--- config.mk ---
export PLATFORM = sky130hd
export DESIGN_NAME = gpio32_ctrl
export DESIGN_NICKNAME = d
export VERILOG_FILES = /design/src/rtl/gpio_pkg.sv /design/src/rtl/gpio_insync.sv /design/src/rtl/gpio_regfile.sv /design/src/rtl/gpio_pinmux.sv /design/src/rtl/gpio32_ctrl.sv
export SDC_FILE = /design/constraint.sdc
export NUM_CORES = 1
export LEC_CHECK = 0
export BUFFER_PORTS_ARGS = -buffer_cell sky130_fd_sc_hd__buf_2
export CORE_UTILIZATION = 40
export CTS_CLUSTER_DIAMETER = 100
export DETAILED_ROUTE_END_ITERATION = 16
export SLEW_MARGIN = 30
export SYNTH_ARGS = -nofsm -noshare
export SYNTH_HDL_FRONTEND = slang
export SYNTH_SLANG_ARGS = --single-unit
--- constraint.sdc ---
create_clock -name clk -period 4.19 [get_ports clk]
set_input_delay 1.257 -clock clk [delete_from_list [all_inputs] [get_ports clk]]
set_output_delay 1.257 -clock clk [all_outputs]
set_load 0.005 [all_outputs]
--- src/rtl/gpio_pkg.sv ---
package gpio_pkg;
    localparam int NPIN   = 32;
    localparam int NALT   = 3;
    localparam int HALF   = NPIN / 2;
    localparam int NRX    = 3;
    localparam int NISEL  = 6;

    typedef enum logic [4:0] {
        A_DOUT = 5'd0,  A_DRV  = 5'd1,  A_OSL  = 5'd2,  A_OSH  = 5'd3,
        A_ESL  = 5'd4,  A_ESH  = 5'd5,  A_OD   = 5'd6,  A_IN   = 5'd7,
        A_RX0  = 5'd8,  A_RX1  = 5'd9,  A_RX2  = 5'd10, A_RSV  = 5'd11,
        A_IS0  = 5'd12, A_IS1  = 5'd13, A_IS2  = 5'd14, A_IS3  = 5'd15,
        A_IS4  = 5'd16, A_IS5  = 5'd17
    } gpio_addr_e;

    typedef struct packed {
        logic [NPIN-1:0]             dout;
        logic [NPIN-1:0]             drv;
        logic [NPIN-1:0]             osel_lo;
        logic [NPIN-1:0]             osel_hi;
        logic [NPIN-1:0]             esel_lo;
        logic [NPIN-1:0]             esel_hi;
        logic [NPIN-1:0]             odrain;
        logic [NRX-1:0][NPIN-1:0]    rx;
        logic [NISEL-1:0][NPIN-1:0]  isel;
    } gpio_regs_t;

    typedef struct packed {
        logic [NPIN-1:0] s1;
        logic [NPIN-1:0] s2;
    } sync_regs_t;
endpackage

--- src/rtl/gpio_insync.sv ---
module gpio_insync
    import gpio_pkg::*;
(
    input  logic            clk,
    input  logic            rst_n,
    input  logic [NPIN-1:0] pin_in,
    output logic [NPIN-1:0] level
);
    sync_regs_t sync_d, sync_q;

    always_comb begin
        sync_d    = sync_q;
        sync_d.s1 = pin_in;
        sync_d.s2 = sync_q.s1;
    end

    always_ff @(posedge clk or negedge rst_n) begin
        if (!rst_n) sync_q <= '0;
        else        sync_q <= sync_d;
    end

    assign level = sync_q.s2;
endmodule

--- src/rtl/gpio_regfile.sv ---
module gpio_regfile
    import gpio_pkg::*;
#(
    parameter int AW = 5
) (
    input  logic            clk,
    input  logic            rst_n,
    input  logic [AW-1:0]   addr,
    input  logic            we,
    input  logic [NPIN-1:0] wdata,
    input  logic [NPIN-1:0] in_word,
    output logic [NPIN-1:0] rdata,
    output gpio_regs_t      regs
);
    gpio_regs_t regs_d, regs_q;

    always_comb begin
        regs_d = regs_q;
        if (we) begin
            case (addr)
                A_DOUT: regs_d.dout    = wdata;
                A_DRV:  regs_d.drv     = wdata;
                A_OSL:  regs_d.osel_lo = wdata;
                A_OSH:  regs_d.osel_hi = wdata;
                A_ESL:  regs_d.esel_lo = wdata;
                A_ESH:  regs_d.esel_hi = wdata;
                A_OD:   regs_d.odrain  = wdata;
                A_RX0:  regs_d.rx[0]   = wdata;
                A_RX1:  regs_d.rx[1]   = wdata;
                A_RX2:  regs_d.rx[2]   = wdata;
                A_IS0:  regs_d.isel[0] = wdata;
                A_IS1:  regs_d.isel[1] = wdata;
                A_IS2:  regs_d.isel[2] = wdata;
                A_IS3:  regs_d.isel[3] = wdata;
                A_IS4:  regs_d.isel[4] = wdata;
                A_IS5:  regs_d.isel[5] = wdata;
                default: ;
            endcase
        end
    end

    always_ff @(posedge clk or negedge rst_n) begin
        if (!rst_n) regs_q <= '0;
        else        regs_q <= regs_d;
    end

    always_comb begin
        case (addr)
            A_DOUT:  rdata = regs_q.dout;
            A_DRV:   rdata = regs_q.drv;
            A_OSL:   rdata = regs_q.osel_lo;
            A_OSH:   rdata = regs_q.osel_hi;
            A_ESL:   rdata = regs_q.esel_lo;
            A_ESH:   rdata = regs_q.esel_hi;
            A_OD:    rdata = regs_q.odrain;
            A_IN:    rdata = in_word;
            A_RX0:   rdata = regs_q.rx[0];
            A_RX1:   rdata = regs_q.rx[1];
            A_RX2:   rdata = regs_q.rx[2];
            A_IS0:   rdata = regs_q.isel[0];
            A_IS1:   rdata = regs_q.isel[1];
            A_IS2:   rdata = regs_q.isel[2];
            A_IS3:   rdata = regs_q.isel[3];
            A_IS4:   rdata = regs_q.isel[4];
            A_IS5:   rdata = regs_q.isel[5];
            default: rdata = '0;
        endcase
    end

    assign regs = regs_q;

    // a write to the data word is visible on the next edge
    p_write_lands_r2: assert property (@(posedge clk) disable iff (!rst_n)
        (we && addr == A_DOUT) |=> (regs_q.dout == $past(wdata)));

    // storage holds when no write is issued
    p_idle_hold_r2: assert property (@(posedge clk) disable iff (!rst_n)
        !we |=> $stable(regs_q));
endmodule

--- src/rtl/gpio_pinmux.sv ---
module gpio_pinmux
    import gpio_pkg::*;
(
    input  logic                      clk,
    input  logic                      rst_n,
    input  gpio_regs_t                regs,
    input  logic [NALT-1:0][NPIN-1:0] alt_dat,
    input  logic [NALT-1:0][NPIN-1:0] alt_en,
    output logic [NPIN-1:0]           pin_out,
    output logic [NPIN-1:0]           pin_oe
);
    for (genvar n = 0; n < NPIN; n++) begin : g_pin
        localparam int B  = NPIN - 1 - n;
        localparam int K  = n % HALF;
        localparam int FH = NPIN - 1 - 2 * K;

        logic [1:0] osel, esel;
        logic       dat, en, od;

        if (n < HALF) begin : g_lo
            assign osel = regs.osel_lo[FH -: 2];
            assign esel = regs.esel_lo[FH -: 2];
        end else begin : g_hi
            assign osel = regs.osel_hi[FH -: 2];
            assign esel = regs.esel_hi[FH -: 2];
        end

        always_comb begin
            case (osel)
                2'd1:    dat = alt_dat[0][n];
                2'd2:    dat = alt_dat[1][n];
                2'd3:    dat = alt_dat[2][n];
                default: dat = regs.dout[B];
            endcase
            case (esel)
                2'd1:    en = alt_en[0][n];
                2'd2:    en = alt_en[1][n];
                2'd3:    en = alt_en[2][n];
                default: en = regs.drv[B];
            endcase
        end

        assign od         = regs.odrain[B];
        assign pin_out[n] = od ? 1'b0 : dat;
        assign pin_oe[n]  = od ? (en & ~dat) : en;

        // plain-enable pin with drive bit clear stays floating
        p_float_r4: assert property (@(posedge clk) disable iff (!rst_n)
            (esel == 2'd0 && !regs.drv[B]) |-> !pin_oe[n]);
    end

    // an open-drain pin is never actively driven high
    p_od_no_high_r7: assert property (@(posedge clk) disable iff (!rst_n)
        ((pin_oe & pin_out & {<<{regs.odrain}}) == '0));
endmodule

--- src/rtl/gpio32_ctrl.sv ---
module gpio32_ctrl
    import gpio_pkg::*;
#(
    parameter int ADDR_W = 5
) (
    input  logic                      clk,
    input  logic                      rst_n,
    input  logic [ADDR_W-1:0]         bus_addr,
    input  logic                      bus_we,
    input  logic [NPIN-1:0]           bus_wdata,
    output logic [NPIN-1:0]           bus_rdata,
    input  logic [NALT-1:0][NPIN-1:0] alt_dat,
    input  logic [NALT-1:0][NPIN-1:0] alt_en,
    input  logic [NPIN-1:0]           pin_in,
    output logic [NPIN-1:0]           pin_out,
    output logic [NPIN-1:0]           pin_oe
);
    gpio_regs_t      regs;
    logic [NPIN-1:0] level, in_word;

    gpio_insync u_sync (
        .clk    (clk),
        .rst_n  (rst_n),
        .pin_in (pin_in),
        .level  (level)
    );

    // pin n appears at register bit NPIN-1-n
    assign in_word = {<<{level}};

    gpio_regfile #(.AW(ADDR_W)) u_regs (
        .clk     (clk),
        .rst_n   (rst_n),
        .addr    (bus_addr),
        .we      (bus_we),
        .wdata   (bus_wdata),
        .in_word (in_word),
        .rdata   (bus_rdata),
        .regs    (regs)
    );

    gpio_pinmux u_mux (
        .clk     (clk),
        .rst_n   (rst_n),
        .regs    (regs),
        .alt_dat (alt_dat),
        .alt_en  (alt_en),
        .pin_out (pin_out),
        .pin_oe  (pin_oe)
    );

    // the reserved word always reads zero
    p_rsv_zero_r9: assert property (@(posedge clk) disable iff (!rst_n)
        (bus_addr == ADDR_W'(A_RSV)) |-> (bus_rdata == '0));
endmodule

==> flow_summary.ini <==
[timing]
rsz0062_at_grt = true
finClkSkew_ns = 0.005292
timing.slew.headroom_pct = 42.93
tightestPinTransition_ns = 0.8560
period_needed_ns = 4.337
finalHoldViolations = 0
setup_viol = 21
fmax_mhz = 230.6
period_share_pct = 103.5
setup_ws_ns = -0.1473
slew_violations = 0

[power]
ir_drop_mv = 0.3866
pwr-share-clk_pct = 35.5
p_switching_w = 0.004410
p_leak_nw = 15.60
p_seq_share_pct = 47.8
powerDensity_mw_per_mm2 = 473.7
power.share.switching_pct = 27.77
p_int_w = 0.01147
comb_power_share_pct = 16.7

[clocking]
htree_levels = 2
cts_sinks = 576
cts.hold.buffers_added = 0
cts_inserted_buffers = 61
cts_tree = done
clk_latency_ns = 0.63
cts.clk_slew.worst_paths_ns = 0.06
clock_path_buffers = 3
cts_root_buf = clkbuf_16

[die]
num_rows = 93
die_w_um = 258.6
die_h_um = 258.6
ios = 360
die_area_mm2 = 0.06685
initial_core_util_pct = 40.69
coreArea_mm2 = 0.06470

[synth]
synth-edff-count = 0
synth.area.top_cells = dfrtp_1 (55%), mux2_2 (20%), mux4_2 (5.5%)
synth_top_cell_by_area = dfrtp_1
postSynth.asyncResetShare_pct = 100.0
yosysWarningCount = 0
synth.cell_area_mm2 = 0.02633
synth-main-ff-cell = dfrtp_1
ys_ff_latch = 576
ys_seq_area_share_pct = 54.75
synth_nets = 2080
synth.distinct_cells = 61
netlist.area_leader.share_pct = 54.75
post_synth_inst_count = 1816
syn_area_per_cell_um2 = 14.50

[drt]
avgRoutedWirePerCell_um = 30.69
avgViaCountPerCell = 6.051
via_count = 19540
drc = 0
route.antenna.remaining_nets = 0
drt_wl_total_mm = 99.10
dr.pass1.iters = 8
first_iter_violations = 1981

[worst_setup_path]
critPathMostFrequentCell = buf_4
worst_path_max_delay_cell = a222oi_1
crit_chain = buf_12 -> or3_4 -> buf_4 -> nor2_2 -> buf_4 -> buf_4 -> a222oi_1 -> and3_1 -> nand4_1 -> buf_2
timing.rr.end = u_regs.regs[497]$_DFFE_PN0P_
setup.worst_path.end = bus_rdata[18]
required_ns = 2.93
reg2regPathDepth = 1
arrival_ns = 3.08
crit_type = primary input to primary output
start_kind = primary input
cp_max_fo = 10
rrSetupSlack_ns = 3.20
crit_path_max_incr_delay_ns = 0.51
end_kind = primary output
cp-startpoint = bus_addr[3]
worstReg2RegStart = u_regs.regs[497]$_DFFE_PN0P_

[run_status]
status = finished with violations
failed_checks = negative setup slack

[finish]
antenna_cells = 0
layout.nets = 2589
area_growth_syn_to_layout_pct = 27.34
nFillCells = 5583
fin_util_pct = 51.82
drive_gt1_share_pct = 56.23

[global_route]
antenna_found_initial = 4
globalRouteTotalUtil_pct = 29.49
grt_pass1_vias = 20120
grt_overflow = 0
grt_pass1_wl_mm = 142.6
grt_max_degree = 91

[placed_design]
gp_congestion = 0.8924
portBuffers = 359
dp_slack_ns = -0.3698
dpl.hpwl_mm = 69.27

[hold_path]
hp-class = flop to flop

[run]
maxCapViolCount = 0
[state kept, by name (all words and copies together), names as in the netlist]
register and count:
u_regs.regs 512, u_sync.sync_d 32, u_sync.level 32
[power by group through the flow]
stage | Combinational [W] | Sequential [W] | Clock, W
6_report | 0.00266 | 0.00759 | 0.00563
5_1_grt | 0.00287 | 0.00767 | 0.00592
4_1_cts | 0.00264 | 0.00755 | 0.00569
3_5_place_dp | 0.00257 | 0.00763 | 0
3_3_place_gp | 0.00248 | 0.00758 | 0
2_1_floorplan | 0.00166 | 0.00711 | 0
[logic make-up after synthesis]
group | after synthesis | share of synthesized area [%]
muxes | 608 | 29.08
buffers and inverters | 145 | 2.799
AOI/OAI and AO/OA | 293 | 8.673
DFF | 576 | 54.75
and+or+nand+nor | 194 | 4.700
[final cells by class]
class	count	area [µm²]	share of cell area, %
clock buffer	85	1757	5.240
clock inverter	27	336.6	1.004
multi-input combinational	1095	11610	34.64
sequential	576	14410	42.99
tap	855	1070	3.191
timing repair buffer	591	4335	12.93
[cell usage after synthesis (2+ instances only)]
master / count
mux2_4: 30
buf_6: 5
buf_2: 74
buf_4: 16
nand2_1: 39
nand4_1: 23
clkbuf_2: 2
nor2_4: 2
dfrtp_1: 576
nor3_1: 10
a21boi_0: 32
mux4_2: 64
a22o_1: 17
nor4_4: 2
a22oi_1: 167
nor3_4: 3
o21ai_0: 4
or3_1: 7
o2bb2ai_1: 11
a221oi_1: 21
mux2_1: 36
and4_1: 11
or4_1: 2
mux2i_1: 19
a21oi_1: 10
and3_1: 15
a32oi_1: 5
nor3_2: 2
mux2_2: 459
clkbuf_1: 47
nand3_1: 11
nor2_1: 13
nor2b_1: 35
a2111o_1: 2
o22ai_1: 2
a222oi_1: 11
a211oi_1: 2
nor2_8: 2
nand2b_1: 2
a32o_1: 4
[repair_timing]
item / in CTS / in global routing
cloned: 2 / 2
gates resized for setup: 92 / 45
endpoints found under the setup margin: 32 / 30
buffers inserted: 32 / 8
pin swaps: 32 / 42
[cells in the final DEF (no fill, tap or decap), drive strengths merged, types with 3 or more instances in the layout]
master    instances
nor3             15
dfrtp           576
clkinvlp          4
o21ai             4
nor2             18
a21boi           32
nor2b            35
o2bb2ai          11
buf             589
a222oi           11
nor4              3
bufinv            6
a32oi             5
and3             15
and4             11
clkinv           15
or3               7
mux4             64
nand3            11
nand2b            4
a21oi            10
nand2            41
a22o             17
a221oi           21
mux2            525
clkbuf           87
a32o              4
mux2i            19
a22oi           167
nand4            23
[worst max-delay path: cells and delay by family]
kind	cells	cell delay, ns
buffers and inverters	5	0.68
AND/OR/NAND/NOR	4	0.61
AO/OA/AOI/OAI	1	0.51
[stage by stage]
step	power (W)	hold WS [ns]	cells	setup TNS, ns	cell area, µm²
after floorplan	0.008774	0.3312	1816	0	26330
after global placement	0.01006	0.3331	3076	-7.061	30400
after detailed placement	0.01020	0.3347	3076	-7.957	30400
after CTS	0.01587	0.3469	3221	-0.4729	33210
after global routing	0.01647	0.3525	3229	-1.603	33530
final	0.01588	0.3465	3229	-0.9903	33530
[how the worst min path moves through the flow]
stage / slack (ns) / cells after the start / to / start
2_1_floorplan: 0.33 / 0 / u_sync.level[0]$_DFF_PN0_ / u_sync.sync_d[0]$_DFF_PN0_
3_3_place_gp: 0.33 / 0 / u_sync.level[13]$_DFF_PN0_ / u_sync.sync_d[13]$_DFF_PN0_
3_5_place_dp: 0.33 / 0 / u_sync.level[4]$_DFF_PN0_ / u_sync.sync_d[4]$_DFF_PN0_
4_1_cts: 0.35 / 0 / u_sync.level[4]$_DFF_PN0_ / u_sync.sync_d[4]$_DFF_PN0_
5_1_grt: 0.35 / 0 / u_sync.level[25]$_DFF_PN0_ / u_sync.sync_d[25]$_DFF_PN0_
6_report: 0.35 / 0 / u_sync.level[4]$_DFF_PN0_ / u_sync.sync_d[4]$_DFF_PN0_
[metal layers]
metal	share of wire, %	GRT usage, %	up-vias
li1	-	-	8007
met1	42	40.20	10400
met2	47	47.68	929
met3	7.5	5.155	202
met4	3.6	9.763	4
met5	0.028	0	-
No activity file was read; power rests on OpenSTA's default activity.
